**src/rtl/sdes_ind_pkg.sv**
```systemverilog
package sdes_ind_pkg;
   typedef enum logic [3:0] {
      ST_IDLE, ST_POLL_A, ST_GAP_A, ST_SET_ADDR, ST_SET_DATA,
      ST_KICK, ST_POLL_B, ST_GAP_B, ST_GET_DATA
   } step_e;

   localparam logic [15:0] SREG_CTL  = 16'h80A0;
   localparam logic [15:0] SREG_ADR  = 16'h80A1;
   localparam logic [15:0] SREG_DAT  = 16'h80A2;
   localparam logic [11:0] PAGE_OFS  = 12'h800;
   localparam int          CTL_BUSY  = 0;
   localparam int          CTL_WRSEL = 1;
endpackage

```
**src/rtl/sdes_ind_addr.sv**
```systemverilog
module sdes_ind_addr #(
   parameter int                ADDR_W      = 32,
   parameter int                DATA_W      = 32,
   parameter int                PHY_IDX_W   = 3,
   parameter logic [ADDR_W-1:0] BASE_ADDR   = 32'hFFF5_8000,
   parameter logic [ADDR_W-1:0] PHY_STRIDE  = 32'h0000_1000,
   parameter int                SPECIAL_PHY = 5,
   parameter logic [4:0]        DEV_STD     = 5'd5,
   parameter logic [4:0]        DEV_SPECIAL = 5'd31
) (
   input  logic [PHY_IDX_W-1:0] phy_idx,
   input  logic [15:0]          reg_addr,
   output logic [ADDR_W-1:0]    page_addr,
   output logic [DATA_W-1:0]    page_word,
   output logic [ADDR_W-1:0]    data_addr
);
   import sdes_ind_pkg::*;
   localparam int PAD_W = DATA_W - 12;
   localparam int OFS_W = ADDR_W - 11;

   logic [ADDR_W-1:0] phy_base;
   logic [4:0]        dev;

   assign phy_base  = BASE_ADDR + (ADDR_W'(phy_idx) * PHY_STRIDE);
   assign dev       = (phy_idx == PHY_IDX_W'(SPECIAL_PHY)) ? DEV_SPECIAL : DEV_STD;
   assign page_addr = phy_base + ADDR_W'(PAGE_OFS);
   assign page_word = {{PAD_W{1'b0}}, dev, reg_addr[15:9]};
   assign data_addr = phy_base | {{OFS_W{1'b0}}, reg_addr[8:0], 2'b00};
endmodule

```
**src/rtl/sdes_ind_gap.sv**
```systemverilog
module sdes_ind_gap #(
   parameter int POLL_GAP = 3
) (
   input  logic clk,
   input  logic rst_n,
   input  logic load,
   output logic zero
);
   localparam int GAP_W = $clog2(POLL_GAP + 1);
   logic [GAP_W-1:0] cnt;

   always_ff @(posedge clk) begin
      if (!rst_n)             cnt <= '0;
      else if (load)          cnt <= GAP_W'(POLL_GAP - 1);
      else if (cnt != '0)     cnt <= cnt - 1'b1;
   end
   assign zero = (cnt == '0);
endmodule

```
**src/rtl/sdes_ind_seq.sv**
```systemverilog
module sdes_ind_seq
   import sdes_ind_pkg::*;
#(
   parameter int POLL_LIMIT = 6
) (
   input  logic  clk,
   input  logic  rst_n,
   input  logic  req_valid,
   input  logic  wr,
   input  logic  m_ready,
   input  logic  busy,
   input  logic  gap_zero,
   output step_e step,
   output logic  ph,
   output logic  bus_valid,
   output logic  accept,
   output logic  fin_ok,
   output logic  fin_err,
   output logic  gap_load
);
   localparam int CNT_W = $clog2(POLL_LIMIT + 1);
   logic [CNT_W-1:0] cnt;
   logic xfer, acc_done, is_poll, last_try;

   assign bus_valid = !(step inside {ST_IDLE, ST_GAP_A, ST_GAP_B});
   assign accept    = (step == ST_IDLE) && req_valid;
   assign xfer      = bus_valid && m_ready;
   assign acc_done  = xfer && !ph;
   assign is_poll   = (step == ST_POLL_A) || (step == ST_POLL_B);
   assign last_try  = (cnt == CNT_W'(POLL_LIMIT - 1));
   assign gap_load  = acc_done && is_poll && busy && !last_try;
   assign fin_err   = acc_done && is_poll && busy && last_try;
   assign fin_ok    = acc_done && (((step == ST_KICK) && wr) || (step == ST_GET_DATA));

   always_ff @(posedge clk) begin
      if (!rst_n) begin
         step <= ST_IDLE;
         ph   <= 1'b1;
         cnt  <= '0;
      end else begin
         case (step)
            ST_IDLE: if (req_valid) begin
               step <= ST_POLL_A;
               ph   <= 1'b1;
               cnt  <= '0;
            end
            ST_GAP_A: if (gap_zero) step <= ST_POLL_A;
            ST_GAP_B: if (gap_zero) step <= ST_POLL_B;
            default: if (xfer) begin
               if (ph) ph <= 1'b0;
               else begin
                  ph <= 1'b1;
                  case (step)
                     ST_POLL_A, ST_POLL_B: begin
                        if (!busy) begin
                           cnt  <= '0;
                           step <= (step == ST_POLL_A) ? ST_SET_ADDR : ST_GET_DATA;
                        end else if (last_try) begin
                           step <= ST_IDLE;
                        end else begin
                           cnt  <= cnt + 1'b1;
                           step <= (step == ST_POLL_A) ? ST_GAP_A : ST_GAP_B;
                        end
                     end
                     ST_SET_ADDR: step <= wr ? ST_SET_DATA : ST_KICK;
                     ST_SET_DATA: step <= ST_KICK;
                     ST_KICK:     step <= wr ? ST_IDLE : ST_POLL_B;
                     default:     step <= ST_IDLE;
                  endcase
               end
            end
         endcase
      end
   end
endmodule

```
**src/rtl/sdes_indirect_eng.sv**
```systemverilog
module sdes_indirect_eng
   import sdes_ind_pkg::*;
#(
   parameter int                ADDR_W      = 32,
   parameter int                DATA_W      = 32,
   parameter int                PHY_IDX_W   = 3,
   parameter logic [ADDR_W-1:0] BASE_ADDR   = 32'hFFF5_8000,
   parameter logic [ADDR_W-1:0] PHY_STRIDE  = 32'h0000_1000,
   parameter int                POLL_GAP    = 3,
   parameter int                POLL_LIMIT  = 6
) (
   input  logic                 clk,
   input  logic                 rst_n,
   input  logic                 req_valid,
   output logic                 req_ready,
   input  logic [PHY_IDX_W-1:0] req_phy,
   input  logic                 req_write,
   input  logic [15:0]          req_addr,
   input  logic [DATA_W-1:0]    req_wdata,
   output logic                 done,
   output logic [DATA_W-1:0]    rdata,
   output logic                 err,
   output logic                 m_valid,
   input  logic                 m_ready,
   output logic                 m_write,
   output logic [ADDR_W-1:0]    m_addr,
   output logic [DATA_W-1:0]    m_wdata,
   input  logic [DATA_W-1:0]    m_rdata
);
   localparam logic [DATA_W-1:0] START_WORD = DATA_W'(1) << CTL_BUSY;
   localparam logic [DATA_W-1:0] WRSEL_WORD = DATA_W'(1) << CTL_WRSEL;

   if (DATA_W < 16)     begin : g_chk_dw  $error("DATA_W must hold a 16-bit SerDes word"); end
   if (ADDR_W < 13)     begin : g_chk_aw  $error("ADDR_W must cover the page window");     end
   if (PHY_IDX_W < 3)   begin : g_chk_pw  $error("PHY_IDX_W must reach index 5");          end
   if (POLL_GAP < 1)    begin : g_chk_gap $error("POLL_GAP must be at least 1");           end
   if (POLL_LIMIT < 1)  begin : g_chk_lim $error("POLL_LIMIT must be at least 1");         end

   step_e                 step;
   logic                  ph, bus_valid, accept, fin_ok, fin_err, gap_load, gap_zero;
   logic [PHY_IDX_W-1:0]  phy_q;
   logic [15:0]           addr_q, tgt;
   logic [DATA_W-1:0]     wdata_q, page_word;
   logic                  wr_q;
   logic [ADDR_W-1:0]     page_addr, data_addr;

   always_ff @(posedge clk) begin
      if (!rst_n) begin
         phy_q   <= '0;
         addr_q  <= '0;
         wdata_q <= '0;
         wr_q    <= 1'b0;
      end else if (accept) begin
         phy_q   <= req_phy;
         addr_q  <= req_addr;
         wdata_q <= req_wdata;
         wr_q    <= req_write;
      end
   end

   always_comb begin
      case (step)
         ST_SET_ADDR:              tgt = SREG_ADR;
         ST_SET_DATA, ST_GET_DATA: tgt = SREG_DAT;
         default:                  tgt = SREG_CTL;
      endcase
   end

   sdes_ind_addr #(
      .ADDR_W(ADDR_W), .DATA_W(DATA_W), .PHY_IDX_W(PHY_IDX_W),
      .BASE_ADDR(BASE_ADDR), .PHY_STRIDE(PHY_STRIDE)
   ) u_addr (
      .phy_idx(phy_q), .reg_addr(tgt),
      .page_addr(page_addr), .page_word(page_word), .data_addr(data_addr)
   );

   sdes_ind_seq #(.POLL_LIMIT(POLL_LIMIT)) u_seq (
      .clk(clk), .rst_n(rst_n), .req_valid(req_valid), .wr(wr_q),
      .m_ready(m_ready), .busy(m_rdata[CTL_BUSY]), .gap_zero(gap_zero),
      .step(step), .ph(ph), .bus_valid(bus_valid), .accept(accept),
      .fin_ok(fin_ok), .fin_err(fin_err), .gap_load(gap_load)
   );

   sdes_ind_gap #(.POLL_GAP(POLL_GAP)) u_gap (
      .clk(clk), .rst_n(rst_n), .load(gap_load), .zero(gap_zero)
   );

   assign req_ready = (step == ST_IDLE);
   assign m_valid   = bus_valid;
   assign m_addr    = ph ? page_addr : data_addr;
   assign m_write   = ph || (step inside {ST_SET_ADDR, ST_SET_DATA, ST_KICK});

   always_comb begin
      if (ph) m_wdata = page_word;
      else begin
         case (step)
            ST_SET_ADDR: m_wdata = DATA_W'(addr_q);
            ST_SET_DATA: m_wdata = wdata_q;
            ST_KICK:     m_wdata = START_WORD | (wr_q ? WRSEL_WORD : '0);
            default:     m_wdata = '0;
         endcase
      end
   end

   always_ff @(posedge clk) begin
      if (!rst_n) begin
         done  <= 1'b0;
         err   <= 1'b0;
         rdata <= '0;
      end else begin
         done <= fin_ok || fin_err;
         err  <= fin_err;
         if (fin_ok || fin_err)
            rdata <= (fin_ok && step == ST_GET_DATA) ? m_rdata : '0;
      end
   end
endmodule

```
**config.mk**
```make
export PLATFORM = sky130hd
export DESIGN_NAME = sdes_indirect_eng
export DESIGN_NICKNAME = d
export VERILOG_FILES = /design/src/rtl/sdes_ind_pkg.sv /design/src/rtl/sdes_ind_addr.sv /design/src/rtl/sdes_ind_gap.sv /design/src/rtl/sdes_ind_seq.sv /design/src/rtl/sdes_indirect_eng.sv
export SDC_FILE = /design/constraint.sdc
export NUM_CORES = 1
export LEC_CHECK = 0
export BUFFER_PORTS_ARGS = -buffer_cell sky130_fd_sc_hd__buf_2
export CORE_ASPECT_RATIO = 1.75
export CORE_MARGIN = 2
export CORE_UTILIZATION = 50
export CTS_BUF_LIST = sky130_fd_sc_hd__clkbuf_16
export CTS_CLUSTER_DIAMETER = 200
export DETAILED_ROUTE_END_ITERATION = 12
export GPL_TIMING_DRIVEN = 1
export PLACE_DENSITY = 0.91
export SLEW_MARGIN = 0
export SYNTH_ARGS = -nofsm -noshare
export SYNTH_HDL_FRONTEND = slang
export SYNTH_SLANG_ARGS = --single-unit
```
**constraint.sdc**
```tcl
create_clock -name clk -period 5.26 [get_ports clk]
set_input_delay 0 -clock clk [delete_from_list [all_inputs] [get_ports clk]]
set_output_delay 0 -clock clk [all_outputs]
set_load 0.02 [all_outputs]
```
# Word-level counts from Yosys, hierarchy flattened
# Cells that the tools add are included.
# Widths: inputs -> output; s select.
# word_totals
word_cells	101
output_inout_bits	101
regBits	96
# classes
eq_ne	16
reduce_logical	33
n_mux	33
n_addsub	4
bitwise	3
# ops
operator	count
$mux 32	3
$pmux 32 s3	1
$add 32x12->32 const B	1
$mux 4	8
$or 32x10->32	1
$mux 3	8
$add 21x16->22 const A	1
$eq 4x3->1 const B	4
$pmux 4 s4	1
$pmux 4 s3	1
$logic_and 1x1->1	10
$eq 4x2->1 const B	2
$ne 2x2->1 const B	4
$reduce_bool 2->1	4
$reduce_or 2->1	4
$eq 3x3->1 const B	2
$mux 2	3
$pmux 3 s2	1
$reduce_and 6->1	1
$reduce_bool 3->1	2
$mux 5	1
$reduce_and 5->1	1
$eq 4x1->1 const B	1
$eq 4x4->1 const B	1
other kinds (14)	23

# Longest topological paths before layout
# Gate-level depths: netlist of run 1.
# depth
depth_word	9
ltp_mapped	8
ltp_nobuf	7

# Cells and area by module
# Synthesis of run 1 repeated with hierarchy kept, for this count alone.
# hier_totals
cells_unflattened	642
area_unflattened_um2	5744.3
# modules_own_cells
mod	cells_per_inst	seq_area_each_um2	area_each_um2	instances
sdes_indirect_eng	447	1721.7	4271.6	1
sdes_ind_addr	98	0.0	729.4	1
sdes_ind_seq	91	160.2	675.6	1
sdes_ind_gap	6	40.0	67.6	1

# Worst setup path before layout of run 1
# No wires, ideal clock.
# synth_timing
path_type	register to register
from	register u_seq.step[2]
to	register rdata[10]
t_arrival_ns	1.642
synth_period_minus_slack_ns	1.759
stages_incl_launch_ff	8
slack_ns	3.501
t_required_ns	5.143
setup_time_ns	0.117
cell_sequence	dfxtp_1 > buf_6 > or4b_4 > a21oi_2 > a21oi_1 > o21a_4 > buf_6 > a22o_1
# synth_between
elab_chain_len	9
# synth_rtl
element	line_no	source
start: declaration	sdes_ind_seq.sv:13	output step_e step,
start signal: assignment	sdes_ind_seq.sv:57	step <= (step == ST_POLL_A) ? ST_SET_ADDR : ST_GET_DATA;
start signal: assignment	sdes_ind_seq.sv:62	step <= (step == ST_POLL_A) ? ST_GAP_A : ST_GAP_B;
start signal: assignment	sdes_ind_seq.sv:65	ST_SET_ADDR: step <= wr ? ST_SET_DATA : ST_KICK;
$eq 4x2->1, or another cell as far along	sdes_ind_seq.sv:25	assign bus_valid = !(step inside {ST_IDLE, ST_GAP_A, ST_GAP_B});
$reduce_bool 3->1	sdes_ind_seq.sv:25	
$logic_not 1->1	sdes_ind_seq.sv:25	
$logic_and 1x1->1	sdes_ind_seq.sv:27	assign xfer = bus_valid && m_ready;
$logic_and 1x1->1	sdes_ind_seq.sv:28	assign acc_done = xfer && !ph;
$logic_and 1x1->1 (3 in a row)	sdes_ind_seq.sv:32	assign fin_err = acc_done && is_poll && busy && last_try;
$logic_or 1x1->1	sdes_indirect_eng.sv:113	if (fin_ok || fin_err)
end signal: assignment	sdes_indirect_eng.sv:114	rdata <= (fin_ok && step == ST_GET_DATA) ? m_rdata : '0;
end: declaration	sdes_indirect_eng.sv:21	output logic [DATA_W-1:0] rdata,
# Several ways; a longest one is shown, not always the timed one.
# A chain may end at the register's enable or synchronous reset.

# Worst setup path in the final report of run 1
# layout_timing
from	register u_seq.ph
to	register rdata[25]
# layout_between
elab_chain_len	6
# layout_rtl
element	line_no	source
start: declaration	sdes_ind_seq.sv:14	output logic ph,
start signal: assignment	sdes_ind_seq.sv:38	ph <= 1'b1;
start signal: assignment	sdes_ind_seq.sv:44	ph <= 1'b1;
start signal: assignment	sdes_ind_seq.sv:50	if (ph) ph <= 1'b0;
$logic_not 1->1 (*)	sdes_ind_seq.sv:28	
$logic_and 1x1->1 (*)	sdes_ind_seq.sv:28	
$logic_and 1x1->1 (3 in a row)	sdes_ind_seq.sv:32	
$logic_or 1x1->1	sdes_indirect_eng.sv:113	
# Mark *: on every way between the ends. The rest lies on a longest branch, timed or not.

==> summary.txt, run 1 <==
STA
  • Final worst path period need: 2.667 ns
  • Worst Tran Pin Value: 1.248 ns
  • Slew Viols, Final: 0
  • Final setup fails: 0
  • Total Neg Setup Slack: 0 ns
  • RSZ-0062 raised after global routing: false
  • Fmax: 375.0 MHz
  • Final Skew: 0.005833 ns
  • Final period util: 0.5070
  • Slew HR: 0.1673
  • Final-report hold violation count: 0

Clock network
  • Clock Latency Late Sink: 0.34 ns
  • Max clock buf depth: 2
  • Reg clk slew, reported paths: 0.06 ns
  • Setup Fix Bufs, Post-CTS: 0
  • CTS Buf Count: 9
  • CTS tree: yes
  • H-Tree Depth: 3
  • Root Buffer: clkbuf_16
  • Sink Count: 96

Cells and area
  • Multi-input logic area: 0.001884 mm2
  • Fin nets: 799
  • Final core utilization: 0.7486
  • Non-filler cells, final: 804
  • Most common cell after layout, fill and taps aside: buf_2
  • Filler cells: 554
  • Area growth syn-to-layout: 44.28%
  • Antenna cells: 0
  • Commonest non-fill, non-tap cells in the layout: 164 x buf_2, 110 x nand2_1, 96 x dfxtp_1, 85 x dlygate4sd3_1, 64 x a21oi_1
  • Share of cells above drive strength 1: 0.2759
  • Sequential Area: 0.001922 mm2

Hold path
  • Min-delay src: m_ready
  • Worst Hold Depth: 3
  • WHS Endpoint: u_seq.ph
  • HP Class: primary input to flip-flop

Setup path
  • CP max FO: 32
  • Critical setup path kind: flip-flop to flip-flop
  • Reg-to-Reg End: rdata[25]
  • Reg2reg path depth: 4
  • Worst reg2reg setup slack: 2.59 ns
  • Worst EP required: 5.53 ns
  • Worst Setup End Kind: flip-flop
  • RR Startpoint: u_seq.ph
  • Arr. time, crit path: 2.94 ns
  • Startpoint Class: flip-flop

Synthesis
  • Seq/Total Area, Yosys: 0.4652
  • Asr flop ratio synth: 0
  • Post-synth EDFFs: 0
  • Synth Area per Inst: 8.483 um2
  • FF+latch count, synth: 96
  • Post-synthesis cell area: 0.004131 mm2
  • Cell variety after synth: 50
  • Post-Synthesis Cells: 487
  • Ys Warns: 0
  • Main flop type after synthesis: dfxtp_1

Placed design
  • GP Congestion: 0.9021
  • Placed Cells: 703
  • Post-DP HPWL: 7334 um
  • PortBufs: 164

Route
  • Vias: 4430
  • Routed WL: 12850 um
  • Starting DRT DRC Count: 327
  • DR WL/cell: 15.98 um
  • Drt drc: 0
  • Via density: 5.510
  • Total iterations of the first detailed-routing run: 7
  • Post-DRT Antenna Nets: 0

Floorplanning
  • Die W: 72.72 um
  • I/O pins: 189
  • Core area: 0.007963 mm2
  • Die H: 124.3 um
  • Row count: 43
  • Die area: 0.009035 mm2
  • Initial Utilization: 0.5189

Global route
  • First-pass GRT wire length: 20200 um
  • Global route overflow: 0
  • Vias in the first global route: 4456
  • Tot GR Track Use: 0.2814
  • Largest net degree at the start of global routing: 53
  • Initial antenna violation count: 0

Run status
  • Status: finished, final reports clean

Power
  • Worst vdd ir: 0.0002772 V
  • PwrDens: 353.1 mW/mm2
  • Lkg Pwr: 2.738 nW

Job
  • Max cap viols: 0
==> per-layer routing <==
metal  wire length (um)  global-route usage  up-vias
met1               4860              0.3042     2064
met5                  0                   0        -
met2               6748              0.5000      248
met4                396              0.1427        0
li1                   -                   -     2080
met3                841             0.05502       38
==> cells in the mapped netlist (3+ instances only) <==
master    number  share of area
a22o_1        33          0.070
nor2_1        18          0.016
buf_2          7         0.0085
inv_2          3         0.0027
a22oi_1       11          0.020
a221o_1        3         0.0073
clkbuf_1      21          0.019
a21oi_2        3         0.0064
o31ai_1        3         0.0055
buf_6          4          0.011
and3_1        17          0.026
buf_4         31          0.056
a21oi_1       64          0.078
o21ai_1        5         0.0061
nor2b_1        5         0.0076
o21ai_0        5         0.0061
dfxtp_1       96           0.47
inv_1          3         0.0027
nand3_1        4         0.0048
nand2_1      110           0.10
==> through the flow <==
step	cell area, um2	power [mW]	setup WS, ns	hold slack [ns]
after global routing	5961	2.215	2.425	0.05976
after detailed placement	4788	1.361	2.736	0.2197
after floorplan	4214	1.264	3.501	0.1324
after global placement	4788	1.337	2.851	0.2151
after CTS	5961	2.092	2.720	0.008247
final	5961	2.105	2.593	0.02077
==> worst max-delay path, cell delays in order (launching register included) <==
cell,delay [ns]
dfxtp_1,0.46
inv_1,0.57
nand3_1,0.25
nor2_2,1.02
a22o_1,0.30
==> cell families after synthesis <==
family	Yosys count	share of synthesized area
muxes	2	0.004846
xor gates and xnor gates	2	0.004241
other	2	0.001818
and+or+nand+nor	174	0.1917
AOI/OAI and AO/OA	139	0.2250
DFF	96	0.4652
buffers and inverters	70	0.1011
adders and majority gates	2	0.006056
==> cell type report <==
type | count | area share
inverters | 7 | 0.004408
clock buffers | 9 | 0.03778
multi-input cells | 343 | 0.3161
flip-flops and latches | 96 | 0.3224
well taps | 90 | 0.01889
clock inverters | 7 | 0.01616
repair buffers | 252 | 0.2842
==> worst max path at each step <==
| stage | start | endpoint | slack [ns] |
|---|---|---|---|
| 2_1_floorplan | u_seq.step[2] | rdata[10] | 3.50 |
| 3_3_place_gp | u_seq.ph | rdata[2] | 2.85 |
| 3_5_place_dp | u_seq.ph | rdata[4] | 2.74 |
| 4_1_cts | u_seq.ph | rdata[4] | 2.72 |
| 5_1_grt | u_seq.ph | rdata[4] | 2.42 |
| 6_report | u_seq.ph | rdata[25] | 2.59 |
==> sequential cells by signal, summed over array words and instances, names as in the netlist <==
name        count
wdata_q        32
u_seq.step      4
u_seq.cnt       3
done            1
u_seq.ph        1
phy_q           3
err             1
u_gap.cnt       2
wr_q            1
rdata          32
addr_q         16
==> what timing repair did <==
item,CTS,global route
hold buffers,85,0
hold endpoints to repair,85,0
endpoints found under the setup margin,0,0
resized for setup,0,0
==> power breakdown <==
group,total [mW],switching (mW),internal (mW)
registers,0.879,0.0724,0.806
clock network,0.690,0.274,0.416
logic,0.536,0.332,0.204
total,2.10,0.679,1.43
No activity file was read; power rests on OpenSTA's default activity.
==> run 2: changes to the inputs <==
--- a/config.mk
+++ b/config.mk
@@ -8,12 +8,12 @@
 export BUFFER_PORTS_ARGS = -buffer_cell sky130_fd_sc_hd__buf_2
 export CORE_ASPECT_RATIO = 1.75
 export CORE_MARGIN = 2
-export CORE_UTILIZATION = 50
+export CORE_UTILIZATION = 47
 export CTS_BUF_LIST = sky130_fd_sc_hd__clkbuf_16
 export CTS_CLUSTER_DIAMETER = 200
 export DETAILED_ROUTE_END_ITERATION = 12
 export GPL_TIMING_DRIVEN = 1
-export PLACE_DENSITY = 0.91
+export PLACE_DENSITY = 0.86
 export SLEW_MARGIN = 0
 export SYNTH_ARGS = -nofsm -noshare
 export SYNTH_HDL_FRONTEND = slang
==> constraint.sdc (replaced) <==
create_clock -name clk -period 2.6 [get_ports clk]
set_input_delay 0 -clock clk [delete_from_list [all_inputs] [get_ports clk]]
set_output_delay 0 -clock clk [all_outputs]
set_load 0.02 [all_outputs]
==> run 2 against run 1 <==
Compared with the run above: clock skew up 0.00069 ns; via count up 1.3%; final area up 1.2%.
==> summary.txt, run 2 (synthesis gave the netlist of run 1 again) <==
Clock network
  • CTS Buf Count: 9 (unchanged)
  • Clock Latency Late Sink: 0.34 ns (about the same)
  • Max clock buf depth: 2 (unchanged)
  • CTS tree: yes
  • Sink Count: 96 (unchanged)
  • H-Tree Depth: 3 (unchanged)
  • Setup Fix Bufs, Post-CTS: 0 (unchanged)
  • Root Buffer: clkbuf_16
  • Reg clk slew, reported paths: 0.07 ns (about the same)

Global route
  • Largest net degree at the start of global routing: 53 (unchanged)
  • Top Usage Layer GRT: met2
  • Vias in the first global route: 4340 (-2.6%)
  • Global route overflow: 0 (unchanged)
  • First-pass GRT wire length: 20050 um (-0.72%)
  • Tot GR Track Use: 0.2729 (-0.008550)
  • M1 GR Usage: 0.2965 (-0.007651)
  • Met2 Use GR: 0.4572 (-0.04283)
  • Met3 Use GR: 0.06447 (+0.009449)
  • Initial antenna violation count: 0 (unchanged)

Setup path
  • Critical setup path kind: flip-flop to output port
  • Startpoint Class: flip-flop
  • Worst Setup End Kind: output port
  • CP max FO: 16 (-50%)
  • Worst EP required: 2.60 ns (-2.93 ns)
  • Arr. time, crit path: 2.38 ns (-0.56 ns)

STA
  • RSZ-0062 raised after global routing: false
  • Worst Tran Pin Value: 0.5690 ns (-0.6787 ns)
  • Final worst path period need: 2.385 ns
  • Total Neg Setup Slack: 0 ns (unchanged)
  • Final period util: 0.9172
  • Final-report hold violation count: 0 (unchanged)
  • Final Skew: 0.006527 ns (+0.0006931 ns)
  • Slew HR: 0.6206 (+0.4534)
  • Slew Viols, Final: 0 (unchanged)
  • Fmax: 419.4 MHz
  • Final setup fails: 0 (unchanged)

Floorplanning
  • Row count: 45 (+4.7%)
  • Die H: 128.0 um (+3.0%)
  • Core area: 0.008615 mm2 (+8.2%)
  • Initial Utilization: 0.4796 (-0.03926)
  • Die W: 74.88 um (+3.0%)
  • Die area: 0.009586 mm2 (+6.1%)
  • I/O pins: 189 (unchanged)

Placed design
  • GP Congestion: 0.8427 (-6.6%)
  • Post-DP HPWL: 7266 um (-0.94%)
  • PortBufs: 164 (unchanged)

Cells and area
  • Top flop regs: rdata: 32 flops, wdata_q: 32 flops, addr_q: 16 flops
  • Share of cells above drive strength 1: 0.2817 (+0.005819)
  • Most common cell after layout, fill and taps aside: buf_2
  • Antenna cells: 0 (unchanged)
  • Fin nets: 802 (+0.38%)
  • Area growth syn-to-layout: 46.03%
  • Commonest non-fill, non-tap cells in the layout: 164 x buf_2, 109 x nand2_1, 94 x dfxtp_1, 85 x dlygate4sd3_1, 64 x a21oi_1

Power
  • Share of power burned in registers: 0.416 (about the same)
  • Worst vdd ir: 0.0004380 V (+58%)
  • PwrDens: 709.4 mW/mm2 (+100%)
  • Clock power share: 0.324 (-0.004)
  • Gate power share: 0.260 (+0.005)
  • Lkg Pwr: 2.769 nW (+1.1%)
  • Switch Pwr: 1.366 mW (+100%)
  • Sw Share: 0.3191 (-0.003287)
  • Total power: 4.280 mW (+100%)
  • Int Pwr: 2.914 mW (+100%)

Route
  • Drt drc: 0 (unchanged)
  • Vias: 4487 (+1.3%)
  • Routed WL: 13050 um (+1.5%)
  • Via density: 5.380 (-2.4%)
  • Total iterations of the first detailed-routing run: 5 (-2)
  • Starting DRT DRC Count: 300 (-8.3%)
  • Post-DRT Antenna Nets: 0 (unchanged)
  • DR WL/cell: 15.64 um (-2.1%)

Hold path
  • HP Class: primary input to flip-flop

Job
  • Max cap viols: 0 (unchanged)

Run status
  • Status: finished, final reports clean
==> run 2: cell types whose count changed in the layout (fill, tap and decap cells not counted), sizes merged <==
cell	delta
buf	+3
clkinv	+2
clkinvlp	-3
inv	+1
==> run 2: path summary, 6_finish.rpt <==
check	startpoint	endpoint	slack (ns)	cells after the start
max	u_seq.step[0]	m_wdata[2]	0.22	5
min	rst_n	u_seq.step[0]	0.01	3
min reg2reg	wdata_q[22]	wdata_q[22]	0.45	2
max reg2reg	u_seq.step[0]	u_seq.cnt[1]	0.46	5
==> run 2: stage by stage <==
stage / util / instance area (um2) / hold slack (ns) / cells / setup WS [ns]
after floorplan: - / 4214 / 0.1324 / 509 / 0.8410
after global placement: 0.5641 / 4860 / 0.2151 / 733 / 0.6006
after detailed placement: 0.5641 / 4860 / 0.2257 / 733 / 0.5421
after CTS: 0.7001 / 6031 / 0.005399 / 834 / 0.1994
after global routing: 0.7004 / 6033 / 0.03679 / 834 / 0.08206
final: 0.7004 / 6033 / 0.01266 / 834 / 0.2154
==> run 2: routing by layer <==
| metal | routed length [um] | vias to the layer above |
|---|---|---|
| met5 | 0 | - |
| met4 | 542 | 0 |
| met3 | 1046 | 52 |
| met2 | 6639 | 287 |
| met1 | 4817 | 2055 |
| li1 | - | 2093 |
==> run 2: power groups by stage <==
| stage | logic [mW] | clock network [mW] | registers (mW) |
|---|---|---|---|
| 6_report | 1.11 | 1.39 | 1.78 |
| 5_1_grt | 1.23 | 1.49 | 1.80 |
| 4_1_cts | 1.09 | 1.42 | 1.77 |
| 3_5_place_dp | 0.985 | 0 | 1.80 |
| 3_3_place_gp | 0.961 | 0 | 1.79 |
| 2_1_floorplan | 0.818 | 0 | 1.74 |
==> run 2: final cells by class <==
class	count	area, um2
multi-input cells	343	1887
inverters	7	26.28
fillers	618	2581
repair buffers	255	1729
clock buffers	9	225.2
flip-flops and latches	96	1924
well taps	117	146.4
clock inverters	7	95.09
==> run 2: critical path, stage by stage (launching register included) <==
cell and delay, ns:
dfxtp_1 0.66, nor2b_1 0.31, and2_1 0.54, a22oi_1 0.15
nor2_1 0.19, buf_2 0.20
==> run 2: timing repair <==
item	4_1_cts	5_1_grt
endpoints found under the hold margin	85	0
resized for setup	0	2
endpoints found under the setup margin	0	9
hold buffers	85	0
==> run 3: changes to the inputs <==
--- a/config.mk
+++ b/config.mk
@@ -8,13 +8,14 @@
 export BUFFER_PORTS_ARGS = -buffer_cell sky130_fd_sc_hd__buf_2
 export CORE_ASPECT_RATIO = 1.75
 export CORE_MARGIN = 2
-export CORE_UTILIZATION = 47
+export CORE_UTILIZATION = 50
 export CTS_BUF_LIST = sky130_fd_sc_hd__clkbuf_16
 export CTS_CLUSTER_DIAMETER = 200
 export DETAILED_ROUTE_END_ITERATION = 12
 export GPL_TIMING_DRIVEN = 1
-export PLACE_DENSITY = 0.86
+export PLACE_DENSITY = 0.85
 export SLEW_MARGIN = 0
 export SYNTH_ARGS = -nofsm -noshare
 export SYNTH_HDL_FRONTEND = slang
+export SYNTH_HIERARCHICAL = 1
 export SYNTH_SLANG_ARGS = --single-unit
==> run 3 against run 2 <==
Compared with the run above: die area increased by 29%; final area is 22% higher; clock power is 6% lower; first-iteration DRC count fell by 44%; count of clock-buffer cells in the layout unchanged; global-route usage fell by 3.1 points; critical path depth rose by 2; synthesized cell count rose by 32%; clock skew is 0.00068 ns higher; sequential cell count unchanged; via count increased by 14%; highest routed layer unchanged.
==> summary.txt, run 3 <==
Run status
  • Status: finished, final reports clean

Route
  • Drt drc: 0 (unchanged)
  • Vias: 5131 (+14%)
  • Total iterations of the first detailed-routing run: 4 (-1)
  • DR WL/cell: 15.58 um (-0.41%)
  • Top Metal Used: met4
  • Starting DRT DRC Count: 169 (-44%)
  • Post-DRT Antenna Nets: 0 (unchanged)
  • Met2 WL post-DR: 8187 um (+23%)
  • Met3 wire length: 941 um (-10%)
  • Via density: 5.178 (-3.8%)
  • Wl on met1: 5693 um (+18%)
  • Routed WL: 15440 um (+18%)

Setup path
  • Startpoint Class: flip-flop
  • Worst EP required: 2.83 ns (+0.23 ns)
  • CP bufs+invs: 2 (+1)
  • Crit-path leading delay family: compound AO/OA/AOI/OAI gates
  • Arr. time, crit path: 2.59 ns (+0.21 ns)
  • CP max FO: 33 (+17)
  • CP cell instances: inv_1, or3_1, a2111oi_1, nor2_2, buf_4, a32oi_1, nor2b_1
  • Worst reg2reg setup slack: 0.24 ns (-0.22 ns)
  • Worst Setup End Kind: flip-flop
  • Slowest CP cell: a2111oi_1
  • Crit-path max cell delay: 0.54 ns (-0.12 ns)
  • Critical setup path kind: flip-flop to flip-flop

Synthesis
  • FF+latch count, synth: 96 (unchanged)
  • Top post-synthesis cells by area: dfxtp_1 33%, buf_4 13%, nor2b_1 9.5%
  • Ys Warns: 6 (+6)
  • Synth top area share: 0.3346 (-0.1306)
  • Cell variety after synth: 60 (+20%)
  • Main flop type after synthesis: dfxtp_1
  • Cell taking the most area after synthesis: dfxtp_1
  • Post-synth EDFFs: 0 (unchanged)
  • Seq/Total Area, Yosys: 0.3346 (-0.1306)
  • Commonest cells post-synth: 98 x buf_4, 96 x dfxtp_1, 87 x nor2b_1
  • Synth Area per Inst: 8.947 um2 (+5.5%)
  • Post-synthesis cell area: 0.005744 mm2 (+39%)
  • Asr flop ratio synth: 0 (unchanged)
  • Post-Synthesis Cells: 642 (+32%)
  • Most frequent cell after synthesis: buf_4

Floorplanning
  • Die W: 85.03 um (+14%)
  • Core area: 0.01117 mm2 (+30%)
  • I/O pins: 189 (unchanged)
  • Initial Utilization: 0.5144 (+0.03480)
  • Row count: 51 (+13%)
  • Die area: 0.01240 mm2 (+29%)
  • Die H: 145.8 um (+14%)

Cells and area
  • Filler cells: 831 (+34%)
  • Sequential Area: 0.001924 mm2 (unchanged)
  • Fin nets: 944 (+18%)
  • Multi-input logic area: 0.003162 mm2 (+68%)
  • Top flop regs: rdata: 32 flops, wdata_q: 32 flops, addr_q: 16 flops
  • Antenna cells: 0 (unchanged)
  • Share of cells above drive strength 1: 0.2841 (+0.002322)
  • Most common cell after layout, fill and taps aside: buf_2
  • Final core utilization: 0.6599 (-0.04042)
  • Area growth syn-to-layout: 28.29%
  • Commonest non-fill, non-tap cells in the layout: 164 x buf_2, 94 x dfxtp_1, 87 x nor2b_1, 85 x conb_1, 83 x dlygate4sd3_1

Clock network
  • Max clock buf depth: 2 (unchanged)
  • Reg clk slew, reported paths: 0.07 ns (about the same)
  • Clock Latency Late Sink: 0.35 ns (about the same)
  • Sink Count: 96 (unchanged)
  • CTS Buf Count: 9 (unchanged)
  • H-Tree Depth: 3 (unchanged)
  • Root Buffer: clkbuf_16
  • CTS tree: yes

Placed design
  • GP Congestion: 0.8367 (-0.71%)
  • PortBufs: 164 (unchanged)
  • Post-DP HPWL: 9097 um (+25%)

Global route
  • First-pass GRT wire length: 24500 um (+22%)
  • Initial antenna violation count: 0 (unchanged)
  • Tot GR Track Use: 0.2415 (-0.03142)
  • Global route overflow: 0 (unchanged)
  • Vias in the first global route: 5192 (+20%)
  • Largest net degree at the start of global routing: 60 (+13%)

STA
  • Fmax: 423.9 MHz (+1.1%)
  • RSZ-0062 raised after global routing: false
  • WHS: 0.01256 ns (-0.00009730 ns)
  • Total Neg Setup Slack: 0 ns (unchanged)
  • Slew HR: 0.2233 (-0.3974)
  • Slew Viols, Final: 0 (unchanged)
  • Final Skew: 0.007206 ns (+0.0006797 ns)
  • Final setup fails: 0 (unchanged)
  • Final period util: 0.9072 (-0.009923)
  • Final-report hold violation count: 0 (unchanged)
  • Final worst path period need: 2.359 ns (-0.02580 ns)
  • Worst Tran Pin Value: 1.161 ns (+0.5923 ns)

Hold path
  • HP Class: primary input to flip-flop

Power
  • Lkg Pwr: 3.207 nW (+16%)
  • Worst vdd ir: 0.0005479 V (+25%)
  • PwrDens: 727.8 mW/mm2 (+2.6%)
  • Total power: 5.363 mW (+25%)

Job
  • Max cap viols: 0 (unchanged)
## run 3: cell types whose count changed after synthesis, sizes merged, moves of 5 or more
cell / change
a32oi: +32
a22o: -33
buf: +82
mux2: +32
mux2i: +50
nor3: +7
nand2: -54
nor2: -5
o21ai: +27
a21oi: -63
nor2b: +82
and3: -16
## run 3: power by group
part	switching [mW]	total (mW)	internal, mW
Combinational	1.33	2.26	0.932
Clock	0.635	1.31	0.680
Sequential	0.145	1.79	1.65
## run 3: worst paths after layout
path / start / end / cells past startpoint
hold reg to reg: u_seq/cnt[1] / u_seq/cnt[1] / 2
hold / removal: rst_n / u_seq/step[3] / 3
setup reg to reg: u_seq/step[2] / rdata[28] / 7
setup / recovery: u_seq/step[2] / rdata[28] / 7
## run 3: through the flow
stage | instances | setup slack (ns) | area, um2
after floorplan | 723 | 0.4419 | 6048
after global placement | 892 | 0.4231 | 6241
after detailed placement | 892 | 0.3394 | 6241
after CTS | 991 | 0.1870 | 7368
after global routing | 991 | 0.07731 | 7370
final | 991 | 0.2412 | 7370
## run 3: layer usage
metal	global-route usage	vias up
met2	0.4391	227
met4	0.1190	0
met5	0	-
met1	0.2541	2368
li1	-	2478
met3	0.05502	58
## run 3: timing repair
item                                    in CTS  in global routing
hold buffers                                83                  0
endpoints found under the hold margin       83                  0
endpoints found under the setup margin       0                  3
gates resized for setup                      0                  1
setup buffers                                0                  0
## run 3: cell type report
type	instances	share of cell area
clock inverters	7	0.009677
clock buffers	9	0.03056
multi-input cells	475	0.4290
inverters	8	0.004075
well taps	132	0.02241
flip-flops and latches	96	0.2611
repair buffers	264	0.2431
## run 3: logic make-up (layout without fill, tap and decap cells)
family,count (synthesis),after routing,share of synthesized area
simple gates,193,193,0.1891
buf+inv,152,288,0.1723
compound gates,109,109,0.1407
flops,96,96,0.3346
mux,84,84,0.1533
other cells,4,85,0.002613
fa+ha+maj,2,2,0.004356
xor+xnor,2,2,0.003050
## run 3: worst min-delay path, cell delays in order
cell    delay [ns]
buf_2         0.10
inv_1         0.11
nor2_1        0.11
